===== src/rtl/exc_seq.sv =====
module exc_seq #(
  parameter logic [31:0] BASE_VEC = 32'h0,
  parameter bit RST_IE  = 1'b0,
  parameter bit RST_BIP = 1'b0,
  parameter bit RST_ICE = 1'b0,
  parameter bit RST_DCE = 1'b0,
  parameter bit RST_EE  = 1'b0,
  parameter bit RST_EIP = 1'b0,
  parameter bit HAS_DIV = 1'b1,
  parameter int HOLD    = 16
) (
  input  logic        clk,
  input  logic        rst_sys,
  input  logic        rst_dbg,
  input  logic [3:0]  req_mmu,
  input  logic [1:0]  req_bus,
  input  logic        req_ill,
  input  logic        req_unal,
  input  logic        req_div,
  input  logic        req_fp,
  input  logic [31:0] ex_pc,
  input  logic        ex_has_imm,
  input  logic        ex_in_delay,
  input  logic        br_has_imm,
  input  logic        sr_we,
  input  logic [2:0]  sr_sel,
  input  logic [31:0] sr_wdata,
  input  logic        resv_set,
  input  logic        resv_clr,
  output logic        flush,
  output logic        redirect,
  output logic [31:0] redirect_pc,
  output logic        kill_ex,
  output logic        link_we,
  output logic [31:0] link_val,
  output logic [31:0] msr,
  output logic [31:0] ear,
  output logic [31:0] esr,
  output logic [31:0] fsr,
  output logic [31:0] pid,
  output logic [31:0] zpr,
  output logic [31:0] tlbx,
  output logic        resv
);
  localparam int CW = $clog2(HOLD + 1);
  localparam logic [CW-1:0] LAST = CW'(HOLD - 1);
  localparam logic [31:0] MSR_RST = (32'(RST_IE) << 2) | (32'(RST_BIP) << 4) |
    (32'(RST_ICE) << 6) | (32'(RST_DCE) << 8) | (32'(RST_EE) << 9) | (32'(RST_EIP) << 10);
  localparam logic [31:0] EXC_VEC = BASE_VEC + 32'h20;

  logic [CW-1:0] rcnt;
  logic [4:0]    cause;
  logic [1:0]    back;

  wire any_rst = rst_sys | rst_dbg;
  wire rst_ok  = any_rst && (rcnt == LAST);
  wire div_ok  = req_div & HAS_DIV;
  wire hit     = (|req_mmu) | (|req_bus) | req_ill | req_unal | div_ok | req_fp;
  wire take    = hit && !msr[10] && !rst_ok;

  always_ff @(posedge clk)
    if (!any_rst) rcnt <= '0;
    else if (rcnt != LAST) rcnt <= rcnt + 1'b1;

  always_comb begin
    if      (req_mmu[0]) cause = 5'h10;
    else if (req_mmu[1]) cause = 5'h11;
    else if (req_mmu[2]) cause = 5'h12;
    else if (req_mmu[3]) cause = 5'h13;
    else if (req_bus[0]) cause = 5'h03;
    else if (req_bus[1]) cause = 5'h04;
    else if (req_ill)    cause = 5'h01;
    else if (req_unal)   cause = 5'h02;
    else if (div_ok)     cause = 5'h05;
    else                 cause = 5'h06;
  end

  always_comb begin
    if (ex_in_delay) back = br_has_imm ? 2'd2 : 2'd1;
    else             back = ex_has_imm ? 2'd1 : 2'd0;
  end

  assign flush       = rst_ok | take;
  assign redirect    = flush;
  assign redirect_pc = rst_ok ? BASE_VEC : EXC_VEC;
  assign kill_ex     = take;
  assign link_we     = take && (|req_mmu);
  assign link_val    = ex_pc - {28'b0, back, 2'b00};

  always_ff @(posedge clk) begin
    if (rst_ok) begin
      msr  <= MSR_RST;
      ear  <= '0;
      esr  <= '0;
      fsr  <= '0;
      pid  <= '0;
      zpr  <= '0;
      tlbx <= '0;
      resv <= 1'b0;
    end else begin
      if (sr_we)
        case (sr_sel)
          3'd0: msr  <= sr_wdata;
          3'd1: ear  <= sr_wdata;
          3'd2: esr  <= sr_wdata;
          3'd3: fsr  <= sr_wdata;
          3'd4: pid  <= sr_wdata;
          3'd5: zpr  <= sr_wdata;
          3'd6: tlbx <= sr_wdata;
          default: ;
        endcase
      if (resv_set) resv <= 1'b1;
      if (resv_clr) resv <= 1'b0;
      if (take) begin
        esr     <= {27'b0, cause};
        msr[10] <= 1'b1;
        msr[9]  <= 1'b0;
      end
    end
  end
endmodule



===== config.mk =====
export PLATFORM = sky130hd
export DESIGN_NAME = exc_seq
export DESIGN_NICKNAME = d
export VERILOG_FILES = /design/src/rtl/exc_seq.sv
export SDC_FILE = /design/constraint.sdc
export NUM_CORES = 1
export LEC_CHECK = 0
export BUFFER_PORTS_ARGS = -buffer_cell sky130_fd_sc_hd__buf_2
export CAP_MARGIN = 15
export CORE_UTILIZATION = 40
export CTS_CLUSTER_DIAMETER = 100
export DETAILED_ROUTE_END_ITERATION = 6
export PLACE_DENSITY = 0.74
export SYNTH_ARGS = -nofsm -noshare
export SYNTH_HDL_FRONTEND = slang
export SYNTH_SLANG_ARGS = --single-unit

===== constraint.sdc =====
create_clock -name clk -period 2.5 [get_ports clk]
set_input_delay 0.125 -clock clk [delete_from_list [all_inputs] [get_ports clk]]
set_output_delay 0.125 -clock clk [all_outputs]
set_load 0.01 [all_outputs]

==> results.yml <==
die:
  dieWidth_um: 152
  chipHeight_um: 152
  dieArea_um2: 23200
  rows: 54
  initial_core_util: 0.411
  core_area_um2: 22000
  design.portCount: 379
global_routing:
  gr-total-overflow: 0
  grtUsageTotal: 0.255
  number_of_antenna_violations_at_the_first_check_in_global_routing: 3
  wire_length_of_the_first_global_routing_pass_um: 47000
  grt_pass1_vias: 8341
  grt_start_max_net_pins: 105
critical_path:
  reg2reg_slack_ps: 150
  setup.worst_path.start_class: "flip-flop"
  worst_r2r_endpoint: "resv"
  worstPathArrival_ps: 2270
  worst-path-stages: 8
  path_cells: "ha_1, and3_1, ha_4, nor2b_4, inv_2, nand2_2, nor2_4, buf_2"
  worstPathBufferInverterCount: 2
  reg2reg_depth: 7
  worst_path_dominant_cell_family: "simple AND/OR/NAND/NOR gates"
  cp_slowest_cell: "sky130_fd_sc_hd__dfxtp_1"
  timing.critical_path.slowest_cell_delay_ps: 330
  critPathMaxFanout: 7
  worst_r2r_startpoint: "rcnt[0]"
  worst_ep_required_time_ps: 2380
  crit_type: "flip-flop to output pin"
  crit_path_end_kind: "output pin"
status:
  status: "complete, but fails checks"
  failed_checks: "DRC"
clock_network:
  numCtsBuffers: 26
  clock_insertion_delay_worst_skew_ps: 520
  cts_root_buffer: "sky130_fd_sc_hd__clkbuf_16"
  cts_max_path_buffers: 3
  cts_tree: "built"
  clock_sinks: 230
  clock_tree.htree_level_count: 1
  clk_pin_slew_ps: 60
power:
  leakagePower_nw: 5.71
  power_mw: 12.0
  p_per_area_nw_per_um2: 988
  switching_share: 0.321
  power.clock.fraction: 0.297
  seq_power_share: 0.431
  vdd_ir_drop_max_v: 0.000569
  power_report.internal_total_mw: 8.14
  combinationalPowerShare: 0.271
  switchingPower_mw: 3.84
sta:
  worst_slew_pin_slew_ps: 1240
  final.period_utilization: 0.957
  timing.final.hold_violations: 0
  tns_ps: 0
  finalCriticalPeriod_ps: 2390
  fmax_ghz: 0.418
  report.final.slew_viol_count: 0
  finalSetupViolCount: 0
  fin_worst_skew_ps: 12.5
  timing.max_slew.rel_slack: 0.175
  setup_repair_after_global_routing_missed_its_margin: "false"
final_layout:
  layout-drive-gt1-share: 0.278
  layout.core_utilization: 0.552
  num-nets-final: 1608
  areaGrowthSynthToFinish_pct: 34.3
synthesis:
  register_bit_total_from_synthesis: 230
  netlist_area_um2: 9030
  synth-edff-count: 0
  synthesis.instances: 1161
  post-synth-top-area-fraction: 0.510
  dominantRegCellSynth: "sky130_fd_sc_hd__dfxtp_1"
  yosys.area.top_type: "sky130_fd_sc_hd__dfxtp_1"
  avgSynthCellArea_um2: 7.78
  synth_warnings: 0
  synth_seq_area_share: 0.510
  post_synth_num_cell_types: 45
  synthArstFlopShare: 0
  top_post_synthesis_cells_by_area: "sky130_fd_sc_hd__dfxtp_1 (51%), sky130_fd_sc_hd__nand2_1 (19%), sky130_fd_sc_hd__a21oi_1 (12%)"
hold_path:
  hold_path_depth: 4
  hold_path.startpoint: "req_bus[0]"
  min-delay-path-class: "primary input to flip-flop"
  whs_endpoint: "esr[2]"
detailed_routing:
  postRouteAntennaNets: 0
  vias_after_detailed_routing: 9038
  dr.first_iter.drc_count: 593
  drt-wirelength-per-cell_um: 16.9
  detailedRoute.firstPassIterationCount: 7
  residual_drc: 24
  routed_via_density: 4.99
  postRouteWirelength_um: 30700
placement:
  dp_hpwl_um: 20300
  finalWeightedCongestion: 0.891
  port-buffer-count: 343
run:
  drv.max_cap_violation_count: 0
sequential cells by signal (all words and copies together), names as in the netlist:
name	cells
resv	1
pid	32
msr	32
esr	32
rcnt	5
zpr	32
tlbx	32
fsr	32
ear	32
power by group through the flow:
stage / registers [mW] / logic (mW) / clock network [mW]
final: 5.17 / 3.25 / 3.56
after global routing: 5.29 / 3.52 / 3.78
after CTS: 5.16 / 3.23 / 3.62
after floorplan: 5.64 / 1.17 / 0
after detailed placement: 5.22 / 3.09 / 0
after global placement: 5.18 / 3.02 / 0
how the worst max path moves through the flow:
stage / startpoint / end / slack, ps
after floorplan: rcnt[0] / esr[0] / 370
after global placement: ex_in_delay / link_val[26] / 410
after detailed placement: ex_in_delay / link_val[26] / 300
after CTS: rcnt[0] / link_we / 30
after global routing: rcnt[0] / link_we / 20
final: rcnt[0] / kill_ex / 110
cells in the final DEF, fill, tap and decap left out, drive strengths merged, types with 15 or more instances in the layout:
master         n
nor4          15
buf          362
xor2          27
nor2          27
dfxtp        230
a21oi        222
conb          31
nand2        452
clkbuf        34
dlygate4sd3   41
worst register-to-register path, cell delays in order, from the launching register on:
cell,delay [ps]
sky130_fd_sc_hd__dfxtp_1,370
sky130_fd_sc_hd__ha_1,180
sky130_fd_sc_hd__and3_1,200
sky130_fd_sc_hd__ha_4,190
sky130_fd_sc_hd__nor2b_4,250
sky130_fd_sc_hd__buf_16,350
sky130_fd_sc_hd__nor3_1,120
sky130_fd_sc_hd__dlygate4sd3_1,570
area by class of cell:
type | count | area [µm²]
tap | 280 | 350
fill | 2044 | 9840
clock buffer | 34 | 721
antenna | 2 | 5.00
inverter | 12 | 45.0
timing repair buffer | 403 | 2310
sequential | 230 | 4600
multi-input combinational | 844 | 4010
clock inverter | 7 | 73.8
logic make-up (layout without fill, tap and decap cells):
logic type	Yosys count	in the layout	share of synthesized area
AOI/OAI and AO/OA	233	234	0.132
xor gates and xnor gates	30	30	0.0291
adders and majority gates	5	5	0.00776
buffers and inverters	118	456	0.0668
DFF	230	230	0.510
muxes	8	8	0.00928
other	1	33	0.000415
and+or+nand+nor	536	536	0.245
cell usage after synthesis, types with 2 or more instances:
cell type	instances
sky130_fd_sc_hd__xor2_1	27
sky130_fd_sc_hd__o211ai_1	2
sky130_fd_sc_hd__mux2i_1	5
sky130_fd_sc_hd__nor2_1	26
sky130_fd_sc_hd__nor2b_1	5
sky130_fd_sc_hd__xnor2_1	3
sky130_fd_sc_hd__o31ai_1	2
sky130_fd_sc_hd__buf_1	8
sky130_fd_sc_hd__nor4_1	9
sky130_fd_sc_hd__nor3b_1	2
sky130_fd_sc_hd__buf_2	25
sky130_fd_sc_hd__clkbuf_1	38
sky130_fd_sc_hd__buf_4	34
sky130_fd_sc_hd__nor3_1	12
sky130_fd_sc_hd__nand2b_1	4
sky130_fd_sc_hd__inv_1	11
sky130_fd_sc_hd__mux2_2	3
sky130_fd_sc_hd__nand2_1	452
sky130_fd_sc_hd__and3_1	3
sky130_fd_sc_hd__dfxtp_1	230
sky130_fd_sc_hd__nand3_1	7
sky130_fd_sc_hd__a21oi_1	222
sky130_fd_sc_hd__nor4_2	5
sky130_fd_sc_hd__ha_1	4
sky130_fd_sc_hd__o21ai_0	2
per-layer routing:
layer  GRT usage  share of wire  up-vias
li1            -              -     4405
met1       0.315           0.41     4182
met2       0.441           0.48      383
met3      0.0489          0.074       66
met4      0.0967          0.031        2
met5           0        0.00033        -
repair_timing:
item,CTS,global route
buffers inserted,3,0
endpoints found under the setup margin,3,3
hold endpoints to repair,226,0
hold buffers,41,0
cloned,1,0
resized for setup,1,3
metrics by stage:
stage	hold slack, ps	setup slack, ps	instances	cell area [µm²]
after floorplan	204	369	1191	9140
after global placement	250	407	1724	10900
after detailed placement	250	305	1724	10900
after CTS	16.0	28.8	1810	12100
after global routing	45.1	15.8	1812	12100
final	20.6	109	1812	12100
Power figures use the tool's default switching activity.
